--- src/rtl/rcm_pkg.sv ---
package rcm_pkg;

    localparam int SLICE_W    = 4;
    localparam int CELL_DEPTH = 32;

    typedef enum logic {
        CFG_HOLD  = 1'b0,
        CFG_SHIFT = 1'b1
    } cfg_mode_e;

    typedef struct packed {
        logic hi;
        logic lo;
    } cell_out_t;

    function automatic int ceil_div(input int a, input int b);
        return (a + b - 1) / b;
    endfunction

    function automatic int tree_levels(input int n);
        int lv;
        lv = 1;
        while ((1 << lv) < n) lv++;
        return lv;
    endfunction

endpackage

--- src/rtl/rcm_cfg_cell.sv ---
module rcm_cfg_cell
    import rcm_pkg::*;
(
    input  logic                clk,
    input  logic                rst,
    input  logic                shift_en,
    input  logic                din,
    input  logic [SLICE_W-1:0]  addr,
    output cell_out_t           rd
);

    logic [CELL_DEPTH-1:0] store;
    cfg_mode_e             mode;

    assign mode = shift_en ? CFG_SHIFT : CFG_HOLD;

    always_ff @(posedge clk) begin
        if (rst) begin
            store <= '0;
        end else if (mode == CFG_SHIFT) begin
            store <= {store[CELL_DEPTH-2:0], din};
        end
    end

    assign rd.lo = store[{1'b0, addr}];
    assign rd.hi = store[{1'b1, addr}];

endmodule

--- src/rtl/rcm_slice_table.sv ---
module rcm_slice_table
    import rcm_pkg::*;
#(
    parameter int PP_W = 12
) (
    input  logic                          clk,
    input  logic                          rst,
    input  logic                          shift_en,
    input  logic [ceil_div(PP_W,2)-1:0]   din,
    input  logic [SLICE_W-1:0]            addr,
    output logic [PP_W-1:0]               rd
);

    localparam int NCELL = ceil_div(PP_W, 2);

    cell_out_t [NCELL-1:0] cell_rd;

    for (genvar j = 0; j < NCELL; j++) begin : g_cell
        rcm_cfg_cell cell_i (
            .clk      (clk),
            .rst      (rst),
            .shift_en (shift_en),
            .din      (din[j]),
            .addr     (addr),
            .rd       (cell_rd[j])
        );
    end

    for (genvar b = 0; b < PP_W; b++) begin : g_bit
        if (b % 2 == 1) begin : g_hi
            assign rd[b] = cell_rd[b/2].hi;
        end else begin : g_lo
            assign rd[b] = cell_rd[b/2].lo;
        end
    end

endmodule

--- src/rtl/rcm_add_tree.sv ---
module rcm_add_tree #(
    parameter int W     = 18,
    parameter int NLEAF = 4
) (
    input  logic                      clk,
    input  logic                      rst,
    input  logic [NLEAF-1:0][W-1:0]   leaf,
    output logic [W-1:0]              root
);

    localparam int NNODE = NLEAF - 1;

    logic [W-1:0] node [NNODE];

    for (genvar i = 0; i < NNODE; i++) begin : g_node
        localparam int CL = 2 * i + 1;
        localparam int CR = 2 * i + 2;
        logic [W-1:0] opa;
        logic [W-1:0] opb;

        if (CL >= NNODE) begin : g_la
            assign opa = leaf[CL - NNODE];
        end else begin : g_na
            assign opa = node[CL];
        end

        if (CR >= NNODE) begin : g_lb
            assign opb = leaf[CR - NNODE];
        end else begin : g_nb
            assign opb = node[CR];
        end

        always_ff @(posedge clk) begin
            if (rst) node[i] <= '0;
            else     node[i] <= opa + opb;
        end
    end

    assign root = node[0];

endmodule

--- src/rtl/reconf_const_mult.sv ---
module reconf_const_mult
    import rcm_pkg::*;
#(
    parameter int DATA_W = 10,
    parameter int COEF_W = 8
) (
    input  logic                                   clk,
    input  logic                                   rst,
    input  logic                                   cfg_en,
    input  logic [ceil_div(COEF_W+SLICE_W,2)-1:0]  cfg_lo_din,
    input  logic [ceil_div(COEF_W+SLICE_W,2)-1:0]  cfg_hi_din,
    input  logic [DATA_W-1:0]                      data_in,
    output logic [DATA_W+COEF_W-1:0]               product
);

    localparam int NSLICE = ceil_div(DATA_W, SLICE_W);
    localparam int XW     = NSLICE * SLICE_W;
    localparam int PP_W   = COEF_W + SLICE_W;
    localparam int PROD_W = DATA_W + COEF_W;
    localparam int LEV    = tree_levels(NSLICE);
    localparam int NLEAF  = 1 << LEV;

    // stage 1: input register and sign extension
    logic signed [DATA_W-1:0] din_q;
    logic signed [XW-1:0]     x_ext;

    always_ff @(posedge clk) begin
        if (rst) din_q <= '0;
        else     din_q <= data_in;
    end

    assign x_ext = XW'(din_q);

    // slice tables, then stage 2: partial-product register
    logic [NSLICE-1:0][SLICE_W-1:0] slice_addr;
    logic [NSLICE-1:0][PP_W-1:0]    tab_rd;
    logic [NSLICE-1:0][PP_W-1:0]    pp_q;

    for (genvar l = 0; l < NSLICE; l++) begin : g_slice
        localparam bit IS_TOP = (l == NSLICE - 1);
        assign slice_addr[l] = x_ext[l*SLICE_W +: SLICE_W];

        rcm_slice_table #(.PP_W(PP_W)) tab_i (
            .clk      (clk),
            .rst      (rst),
            .shift_en (cfg_en),
            .din      (IS_TOP ? cfg_hi_din : cfg_lo_din),
            .addr     (slice_addr[l]),
            .rd       (tab_rd[l])
        );
    end

    always_ff @(posedge clk) begin
        if (rst) pp_q <= '0;
        else     pp_q <= tab_rd;
    end

    // weighting and pipelined summation
    logic [NLEAF-1:0][PROD_W-1:0] leaf;

    for (genvar k = 0; k < NLEAF; k++) begin : g_leaf
        if (k < NSLICE) begin : g_used
            assign leaf[k] = PROD_W'($signed(pp_q[k])) << (SLICE_W * k);
        end else begin : g_pad
            assign leaf[k] = '0;
        end
    end

    rcm_add_tree #(.W(PROD_W), .NLEAF(NLEAF)) tree_i (
        .clk  (clk),
        .rst  (rst),
        .leaf (leaf),
        .root (product)
    );

endmodule

--- config.mk ---
export PLATFORM = sky130hd
export DESIGN_NAME = reconf_const_mult
export DESIGN_NICKNAME = d
export VERILOG_FILES = /design/src/rtl/rcm_pkg.sv /design/src/rtl/rcm_cfg_cell.sv /design/src/rtl/rcm_slice_table.sv /design/src/rtl/rcm_add_tree.sv /design/src/rtl/reconf_const_mult.sv
export SDC_FILE = /design/constraint.sdc
export NUM_CORES = 1
export LEC_CHECK = 0
export BUFFER_PORTS_ARGS = -buffer_cell sky130_fd_sc_hd__buf_2
export CAP_MARGIN = 20
export CORE_UTILIZATION = 62
export CTS_CLUSTER_SIZE = 16
export DETAILED_ROUTE_END_ITERATION = 6
export PLACE_DENSITY_LB_ADDON = 0.12
export SLEW_MARGIN = 20
export SYNTH_ARGS = -nofsm -noshare
export SYNTH_HDL_FRONTEND = slang
export SYNTH_SLANG_ARGS = --single-unit
--- constraint.sdc ---
create_clock -name clk -period 2 [get_ports clk]
set_input_delay 0.2 -clock clk [delete_from_list [all_inputs] [get_ports clk]]
set_output_delay 0.2 -clock clk [all_outputs]
set_load 0.1 [all_outputs]
== Word level (Yosys, flattened, before mapping) ==
Memories as Yosys holds them, arrays and structs flattened.
Index checks and enable logic that the tools add are counted.
Storage, ports and cells
  RAM bits: 54
  memories: 1
  bits of input ports: 25
  output and inout bits: 18
  logic and storage cells: 108
  register bits after elaboration: 588
Memory list
  tree_i.node: depth 3, bits a word 18, rd ports 3, clocked after Yosys merged registers in 0, write ports 3, line rcm_add_tree.sv:13  | logic [W-1:0] node [NNODE];
Cells by class
  mux-type cells: 75
  bitwise operators: 3
  magnitude comparators: 6
  $add $sub $neg: 2
Operators by type and width (count)
  $bmux 1 s4: 24
  $mux 18: 3
  $mux 1: 38
  $bmux 1 s2: 10
  $add 18x18->18: 1
  $lt 4x6->1 const B: 3
  $lt 5x6->1 const B: 3
  $add 12x16->17: 1
  $or 1x1->1: 3

== Longest topological paths before layout ==
Gate-level depths: netlist of run 1.
  depth in word-level cells: 3
  mapped depth: 8
  depth with buffers taken out: 8

== Cells and area by module ==
Synthesis of run 1 repeated with hierarchy kept, for this count alone.
Unflattened totals
  cells, all modules: 2794
  area total of the unflattened synthesis: 30036.3 um2
By module, submodules not included
  rcm_cfg_cell: sequential area each 640.6 um2, area each 1380.1 um2, cells each 124, times used 18
  rcm_add_tree: sequential area each 1081.0 um2, area each 4015.1 um2, cells each 469, times used 1
  reconf_const_mult: sequential area each 880.8 um2, area each 1179.9 um2, cells each 93, times used 1

== Worst setup path after synthesis of run 1 ==
OpenSTA, ideal clock, no wires.
  kind: register -> register
  start: register pp_q, in the netlist leaf[4]
  end: memory tree_i.node[1][14]
  stages on the path, launching flop included: 9
  slack: 0.155 ns
  setup time: 0.121 ns
  required time: 1.879 ns
  data arrival time: 1.724 ns
  buffers on the path: 0
  clock period less this slack: 1.845 ns
  cell sequence: dfxtp_1 -> ha_1 -> inv_1 -> fa_1 -> nor2b_1 -> o21ai_1 -> a21oi_1 -> o31ai_1 -> mux2_2
RTL lines
  start: declaration: line reconf_const_mult.sv:37  | logic [NSLICE-1:0][PP_W-1:0] pp_q;
  start signal: assignment: line reconf_const_mult.sv:55  | else pp_q <= tab_rd;
  end: declaration: line rcm_add_tree.sv:13

==> results of run 1 <==
## synthesized netlist by cell type (10+ instances only)
cell / number
buf_2: 49
a211oi_1: 26
mux2i_1: 397
nor2_1: 374
o21ai_0: 23
mux2_2: 15
dfxtp_1: 441
clkbuf_1: 54
and3_1: 13
a21oi_1: 24
a22oi_1: 13
mux4_2: 77
ha_1: 21
o211ai_1: 13
and2_1: 10
nand2_1: 46
nor2b_1: 58
## power by group through the flow
stage / sequential [W] / clock, W / combinational [W]
finish: 0.00894 / 0.00841 / 0.00120
global route: 0.00895 / 0.00893 / 0.00127
CTS: 0.00894 / 0.00858 / 0.00119
detailed placement: 0.00914 / 0 / 0.00116
global placement: 0.00913 / 0 / 0.00115
floorplan: 0.00916 / 0 / 0.000834
## cell families (layout without fill, tap and decap cells)
kind of cell | after synthesis | after routing | share of synthesized area
buffers and inverters | 132 | 211 | 0.0363
multiplexers | 489 | 489 | 0.311
AND/OR/NAND/NOR | 530 | 530 | 0.119
AO/OA/AOI/OAI | 130 | 130 | 0.0451
adder cells (fa/ha/maj) | 23 | 23 | 0.0160
flip-flops | 441 | 441 | 0.468
XOR/XNOR | 9 | 9 | 0.00418
## worst max path at each step
stage / from / end / slack [ps] / cells past startpoint
after floorplan: leaf[4] / tree_i.node[1][14] / 150 / 8
after global placement: leaf[4] / tree_i.node[1][14] / 110 / 8
after detailed placement: leaf[4] / tree_i.node[1][14] / 70 / 8
after CTS: leaf[4] / tree_i.node[1][14] / 40 / 8
after global routing: leaf[4] / tree_i.node[1][14] / 10 / 8
final: leaf[7] / tree_i.node[1][13] / 60 / 6
## flip-flops by register name (all words and copies together), names as in the netlist
register and cells:
g_slice.tab_i.g_cell.cell_i.store 352, leaf 34, din_q 10, tree_i.node 45
## timing repair
item	in CTS	in global routing
hold endpoints to repair	46	0
setup endpoints to repair	0	3
gates resized for setup	0	2
hold buffers	22	0
## worst reg2reg max path, cell delays in order (launching register included)
cell     delay (ps)
dfxtp_1         300
ha_1            370
a21oi_1         170
o22ai_1         150
a31o_2          300
a31oi_1         190
mux2_2          350
## per-stage QoR
step	std cells	utilization	hold slack, ps	instance area (um2)	setup slack (ps)
finish	2223	0.715	149	21300	61.9
global placement	2119	0.656	408	19600	111
detailed placement	2119	0.656	415	19600	71.5
floorplan	1754	-	328	18900	155
global route	2223	0.715	150	21300	10.8
CTS	2223	0.715	129	21300	43.3
## metal layers
layer	part of all wire	global-route usage	routed length, um	up-vias
met5	0	0	0	-
met2	0.46	0.398	17400	296
li1	-	-	-	6260
met1	0.46	0.336	17300	6017
met4	0.029	0.0912	1100	0
met3	0.050	0.0383	1900	71
## layout make-up
cell class / count / area [um2]
fill: 2222 / 8490
sequential: 441 / 8840
timing repair buffer: 122 / 1060
inverter: 7 / 26.3
clock buffer: 67 / 1360
tap: 390 / 488
multi-input combinational: 1181 / 9370
clock inverter: 15 / 158
==> run metrics, run 1 <==
Required @ worst endpoint 2430 ps; Reg-to-Reg End tree_i.node[1][13]; Max-slew headroom 0.323; Syn Nets 1802; commonest non-fill, non-tap cell in the layout dfxtp_1; Reg power frac 0.482; CTS tree built; Core Region about 0.030 mm2; Max Fclk 516 MHz; synthesized area per cell 10.8 um2; clock network fraction of total power 0.453; die width between 150 and 200 um; area growth from synthesis to layout 12.9%; Die Ht ~180 um; # diodes 0; switching share of total power 0.222; 1st-pass router iterations 5; sequential area share after synthesis 0.468; Detail Route Antenna Nets 0; status completed; global placement routability congestion 0.836; Net Switching 0.00411 W; Hold Path Class input pin to flip-flop; Final Power 0.0185 W; Synth Flop Type dfxtp_1; worst slew pin tran 1020 ps; DRT iter0 DRCs 831; Setup CP Type flip-flop to flip-flop; Final period util 0.969; TNS Setup 0 ps; top cell type by total area after synthesis dfxtp_1; H-Tree Level Count 2; Mapped Cells 1754; crit path time final 1940 ps; Netlist cell types 50; TritonCTS buffer count 45; Die ar. 0.0311 mm2; IO Port Bufs between 40 and 50; Final Max Tran Viols 0; mapped cell area ~0.019 mm2; Post-CTS Setup Inserts 0; flop2flop setup slack 60 ps; Yosys warnings 0; initial antenna violation count 0; Setup Skew ~14 ps; worst path cell trace ha_1, a21oi_1, o22ai_1, a31o_2, a31oi_1, mux2_2; P_leak 9.17 nW; Worst Hold Path Cells 3; top-area cell type share of the netlist area 0.468; crit path buf inv count 0; RR Startpoint leaf[7]; DP Wirelength between 20000 and 25000 um; CTS Root Cell clkbuf_16; Hold Startpoint cfg_en; Async SR Flop Fraction 0; Initial Util 0.633; Max FO, Critical Path 4; GR Util All Layers 0.247; DR WL/cell 17.0 um; Final setup violation count 0; flops & latches, synth 441; Final Routed Wirelength 37700 um; Arrival @ worst endpoint 2360 ps; nets@finish 1846; io pins 43; Power Density 871 mW/mm2; top cells by area, synth dfxtp_1 (47%), mux2i_1 (21%), mux4_2 (9.2%); Hold Vio Cnt, Final 0; Worst-path clk slew 60 ps; Post-synth EDFFs 0; largest net degree at the start of global routing 210; RSZ-0062 raised after global routing false; first-pass GRT wire length 62100 um; CP endpoint kind flip-flop; startpoint types flip-flop; Max VDD drop 699 uV; Clk Latency, worst-skew pair 540 ps; FP Rows 63; slowest stage delay, CP 370 ps; grt total ovfl 0; Via Count between 10000 and 15000; combinational cell fraction of total power 0.064; Sink Count roughly 440; most frequent cells in the layout dfxtp_1 (437), mux2i_1 (397), nor2_1 (374), mux4_2 (77), nor2b_1 (58); FF-to-FF path depth 6; number of global-route vias before repair 12100; worst min-delay path endpoint g_slice[0].tab_i.g_cell[4].cell_i.store[29]; Pint 0.0144 W; slowest CP cell ha_1; layout cell share with drive strength beyond 1 0.151; drt via density around 5.7; CTS Buffer Depth 3; Crit path max-delay family compound AO/OA/AOI/OAI gates; Max-cap violations 0; # DRC 0
Power figures use the tool's default switching activity.
==> run 2, diff against run 1 <==
==> constraint.sdc (replaced) <==
create_clock -name clk -period 2 [get_ports clk]
set_input_delay 0.6 -clock clk [delete_from_list [all_inputs] [get_ports clk]]
set_output_delay 0.6 -clock clk [all_outputs]
set_load 0.1 [all_outputs]
==> run 2 against run 1 <==
Sequential power about the same. Power decreased by 0.52%. Clock-buffer cell count shrank 4. Setup slack improved by 42 ps. Wire length grew 0.38%. Utilization down 0.24 points. Critical endpoint unchanged. Sequential share of layout area increased by 0.14 points.
==> run metrics, run 2 (synthesized netlist as in run 1, its figures left out) <==
IO Port Bufs 41 (unchanged); clock network fraction of total power 0.451 (was 0.453); Post-CTS Setup Inserts 0 (unchanged); RSZ-0062 raised after global routing false (unchanged); number of global-route vias before repair 12200 (was 12100); post-layout util 0.713 (was 0.715); Worst Hold Path Cells 2 (was 3); grt total ovfl 0 (unchanged); Core Region 0.0298 mm2 (unchanged); P_leak 9.13 nW (was 9.17 nW); Final setup violation count 0 (unchanged); TNS Setup 0 ps (unchanged); # diodes 0 (unchanged); Pint 0.0144 W (about the same); Die Ht 176 um (unchanged); Top reg by flops g_slice.tab_i.g_cell.cell_i.store (unchanged); Die ar. 0.0311 mm2 (unchanged); area growth from synthesis to layout 12.5% (was 12.9%); GR Util All Layers 0.247 (about the same); Initial Util 0.633 (unchanged); worst path cell trace ha_1, a21oi_1, o22ai_1, a31o_2, a31oi_1, mux2_2 (unchanged); die width 176 um (unchanged); global placement routability congestion 0.882 (was 0.836); 1st-pass router iterations 5 (unchanged); most frequent cells in the layout dfxtp_1 (437), mux2i_1 (397), nor2_1 (374), mux4_2 (77), nor2b_1 (58) (unchanged); TritonCTS buffer count 44 (was 45); # resized after CTS 0 (unchanged); multi-input logic area 0.00938 mm2 (was 0.00937 mm2); first-pass GRT wire length 62100 um (about the same); Clk Latency, worst-skew pair 540 ps (about the same); Max Fclk 527 MHz (was 516 MHz); startpoint types flip-flop (unchanged); Max-slew headroom 0.509 (was 0.323); DP Worst Slack 42.2 ps (was 71.5 ps); initial antenna violation count 2 (was 0); Setup Skew 18.3 ps (was 14.2 ps); fin worst setup slack 104 ps (was 61.9 ps); H-Tree Level Count 2 (unchanged); combinational cell fraction of total power 0.065 (was 0.064); FP Rows 63 (unchanged); DP Area 0.0197 mm2 (was 0.0196 mm2); Detail Route Antenna Nets 0 (unchanged); largest net degree at the start of global routing 136 (was 210); Arrival @ worst endpoint 2310 ps (was 2360 ps); CP endpoint kind flip-flop (unchanged); commonest non-fill, non-tap cell in the layout dfxtp_1 (unchanged); CTS Root Cell clkbuf_16 (unchanged); Net Switching 0.00409 W (was 0.00411 W); Setup CP Type flip-flop to flip-flop (unchanged); Hold Path Class input pin to flip-flop (unchanged); Register Area 0.00884 mm2 (unchanged); # DRC 0 (unchanged); Final Routed Wirelength 37900 um (was 37700 um); DRT iter0 DRCs 752 (was 831); Worst-path clk slew 60 ps (about the same); Hold Vio Cnt, Final 0 (unchanged); CTS Buffer Depth 3 (unchanged); DP Wirelength 24800 um (was 24400 um); max reg flops 352 (unchanged); Final Max Tran Viols 0 (unchanged); FF-to-FF path depth 6 (unchanged); Power Density 869 mW/mm2 (was 871 mW/mm2); status completed (unchanged); Final period util 0.948 (was 0.969); io pins 43 (unchanged); crit path time final 1900 ps (was 1940 ps); design area 0.0212 mm2 (was 0.0213 mm2); slowest stage delay, CP 350 ps (was 370 ps); Max-cap violations 0 (unchanged); switching share of total power 0.221 (was 0.222); Via Count 12700 (was 12600); Reg power frac 0.485 (was 0.482); Sink Count 441 (unchanged); CTS Hold Bufs 0 (was 22); Max VDD drop 844 uV (was 699 uV); Fillers 2228 (was 2222); Final Power 0.0185 W (about the same); layout cell share with drive strength beyond 1 0.156 (was 0.151); nets@finish 1835 (was 1846); DR WL/cell 17.2 um (was 17.0 um); slowest CP cell mux2_2 (was ha_1); Max FO, Critical Path 2 (was 4); worst slew pin tran 736 ps (was 1020 ps); CTS tree built (unchanged); drt via density 5.76 (was 5.69); Required @ worst endpoint 2410 ps (was 2430 ps)
==> run 2: cell count changes in the layout (fill, tap and decap cells not counted), sizes merged, moves of 2 or more <==
cell	change
clkbuf	-4
buf	+12
clkinvlp	+2
inv	-2
dlygate4sd3	-22
clkinv	-2
==> run 2: area by class of cell <==
cell class	count	share of cell area
multi-input cells	1181	0.442
well taps	390	0.0230
inverters	7	0.00124
flip-flops and latches	441	0.416
clock inverters	14	0.00878
repair buffers	112	0.0481
clock buffers	63	0.0610
==> run 2: power groups by stage <==
| stage | sequential [W] | combinational [W] | clock, W |
|---|---|---|---|
| 2_1_floorplan | 0.00916 | 0.000834 | 0 |
| 3_3_place_gp | 0.00913 | 0.00118 | 0 |
| 3_5_place_dp | 0.00914 | 0.00119 | 0 |
| 4_1_cts | 0.00894 | 0.00120 | 0.00849 |
| 5_1_grt | 0.00894 | 0.00127 | 0.00885 |
| 6_report | 0.00894 | 0.00120 | 0.00832 |
==> run 2: path summary, 6_finish.rpt <==
kind / from / to / slack [ps]
worst max-delay path: leaf[5] / tree_i.node[1][13] / 100
worst min register to register: tree_i.node[1][0] / tree_i.node[0][0] / 430
worst max register to register: leaf[5] / tree_i.node[1][13] / 100
worst min-delay path: data_in[5] / din_q[5] / 270
==> run 2: critical path, delay by kind of cell (launching register included) <==
kind                     cells  cell delay, ps
adder cells (fa/ha/maj)      1             300
multiplexers                 1             350
flip-flops                   1             320
AO/OA/AOI/OAI                4             820
==> run 2: per-stage QoR <==
stage	cells	hold WS, ps
final	2208	267
after global routing	2208	275
after CTS	2208	255
after detailed placement	2131	425
after global placement	2131	424
after floorplan	1754	414
==> run 2: metal layers <==
metal	wire [um]	vias up	part of all wire	track usage
met5	11	-	0.00029	0
met4	1250	2	0.033	0.0905
met3	1680	80	0.044	0.0329
met2	18000	265	0.48	0.414
met1	16900	6153	0.45	0.325
li1	-	6227	-	-
==> run 3, diff against run 2 <==
BUFFER_PORTS_ARGS = -buffer_cell sky130_fd_sc_hd__clkbuf_2   (was -buffer_cell sky130_fd_sc_hd__buf_2)
==> run 3 against run 2 <==
Critical endpoint is now product[2]. Maximum frequency is 1.0% lower. Sequential power hardly changed. Power is 0.34% lower.
==> run metrics, run 3 (synthesized netlist as in run 1, its figures left out) <==
status completed (unchanged); # DRC 0 (unchanged); Clk Latency, worst-skew pair 530 ps (was 540 ps); number of global-route vias before repair 12200 (about the same); Final Routed Wirelength 37500 um (was 37900 um); DP Area 0.0197 mm2 (about the same); worst min-delay path endpoint din_q[2] (was din_q[5]); smallest hold slack 273 ps (was 267 ps); largest net degree at the start of global routing 155 (was 136); startpoint types flip-flop (unchanged); Detail Route Antenna Nets 0 (unchanged); drt via density 5.71 (was 5.76); layout cell share with drive strength beyond 1 0.158 (was 0.156); Via Count 12600 (was 12700); CTS Hold Bufs 0 (unchanged); CTS tree built (unchanged); max reg flops 352 (unchanged); Sink Count 441 (unchanged); crit path time final 1920 ps (was 1900 ps); Max Fclk 522 MHz (was 527 MHz); Hold Startpoint data_in[2] (was data_in[5]); CP endpoint kind primary output (was flip-flop); Arrival @ worst endpoint 1320 ps (was 2310 ps); Initial Util 0.633 (unchanged); nets@finish 1836 (was 1835); RR Startpoint leaf[7] (was leaf[5]); Final setup violation count 0 (unchanged); FF-to-FF path depth 6 (unchanged); design area 0.0212 mm2 (about the same); Die Ht 176 um (unchanged); RSZ-0062 raised after global routing true (was false); worst slew pin tran 647 ps (was 736 ps); most frequent cells in the layout dfxtp_1 (437), mux2i_1 (397), nor2_1 (374), mux4_2 (77), nor2b_1 (57) (was dfxtp_1 (437), mux2i_1 (397), nor2_1 (374), mux4_2 (77), nor2b_1 (58)); DR WL/cell 17.0 um (was 17.2 um); global placement routability congestion 0.851 (was 0.882); Core Region 0.0298 mm2 (unchanged); P_leak 9.12 nW (was 9.13 nW); crit path buf inv count 1 (was 0); Hold Path Class input pin to flip-flop (unchanged); Max-cap violations 0 (unchanged); slowest CP cell clkbuf_2 (was mux2_2); Top reg by flops g_slice.tab_i.g_cell.cell_i.store (unchanged); Critical path origin tree_i.node[0][2] (was leaf[5]); Reg-to-Reg End tree_i.node[1][13] (unchanged); Setup CP Type flip-flop to primary output (was flip-flop to flip-flop); Fillers 2174 (was 2228); Required @ worst endpoint 1400 ps (was 2410 ps); io pins 43 (unchanged); Final period util 0.958 (was 0.948); slowest stage delay, CP 460 ps (was 350 ps); GR Util All Layers 0.247 (about the same); Max VDD drop 907 uV (was 844 uV); Worst Hold Path Cells 2 (unchanged); Cell Count, Final, Fillers Out 2209 (was 2208); Max-slew headroom 0.569 (was 0.509); Die ar. 0.0311 mm2 (unchanged); TNS Setup 0 ps (unchanged); Power Density 868 mW/mm2 (was 869 mW/mm2); Hold Vio Cnt, Final 0 (unchanged); Max FO, Critical Path 1 (was 2); initial antenna violation count 0 (was 2); Setup Skew 16.7 ps (was 18.3 ps); grt total ovfl 0 (unchanged); CTS Root Cell clkbuf_16 (unchanged); H-Tree Level Count 2 (unchanged); Worst-path clk slew 60 ps (about the same); CTS Buffer Depth 3 (unchanged); DRT iter0 DRCs 701 (was 752); worst path cell trace clkbuf_2 (was ha_1, a21oi_1, o22ai_1, a31o_2, a31oi_1, mux2_2); commonest non-fill, non-tap cell in the layout dfxtp_1 (unchanged); die width 176 um (unchanged); DP Wirelength 24600 um (was 24800 um); Register Area 0.00884 mm2 (unchanged); 1st-pass router iterations 5 (unchanged); Final Max Tran Viols 0 (unchanged); multi-input logic area 0.00937 mm2 (was 0.00938 mm2); first-pass GRT wire length 62000 um (was 62100 um); dpl cells 2133 (was 2131); Crit path max-delay family buffers and inverters (was compound AO/OA/AOI/OAI gates); flop2flop setup slack 110 ps (was 100 ps); TritonCTS buffer count 43 (was 44); WP depth 1 (was 6); IO Port Bufs 41 (unchanged); FP Rows 63 (unchanged); area growth from synthesis to layout 12.3% (was 12.5%)
==> run 3: cell count changes in the layout (fill, tap and decap cells not counted), sizes merged <==
cell / delta
diode: +1
bufinv: +1
clkinv: +3
buf: -37
clkbuf: +33
==> run 3: worst max-delay path by stage <==
stage / to / slack, ps
2_1_floorplan: tree_i.node[1][14] / 150
3_3_place_gp: tree_i.node[1][14] / 100
3_5_place_dp: tree_i.node[1][14] / 80
4_1_cts: product[2] / 60
5_1_grt: tree_i.node[1][14] / -0.4
6_report: product[2] / 80
==> run 3: per-stage QoR <==
stage / power [W] / setup slack, ps / util
2_1_floorplan: 0.0100 / 155 / -
3_3_place_gp: 0.0103 / 101 / 0.662
3_5_place_dp: 0.0103 / 82.9 / 0.662
4_1_cts: 0.0186 / 57.4 / 0.711
5_1_grt: 0.0190 / -0.391 / 0.711
6_report: 0.0184 / 84.4 / 0.711
==> run 3: layout make-up <==
class | count | area share
Antenna cell | 1 | 0.000118
Sequential cell | 441 | 0.417
Clock inverter | 18 | 0.0104
Timing Repair Buffer | 114 | 0.0471
Clock buffer | 57 | 0.0586
Inverter | 7 | 0.00124
Tap cell | 390 | 0.0230
Multi-Input combinational cell | 1181 | 0.442
==> run 3: report_power, final <==
part	switching, W	internal, W	leakage (nW)
Clock	0.00327	0.00499	0.725
Sequential	0.0000619	0.00887	3.56
Combinational	0.000715	0.000482	4.83
Total	0.00405	0.0143	9.12
==> run 3: layer usage <==
metal / track usage / wire length, um
met1: 0.325 / 17100
met2: 0.409 / 17400
met3: 0.0433 / 1710
met4: 0.0898 / 1280
met5: 0 / 0
==> run 3: repair_timing <==
| item | CTS | global route |
|---|---|---|
| setup buffers | 0 | 0 |
| gates resized for setup | 0 | 3 |
| setup endpoints to repair | 0 | 3 |
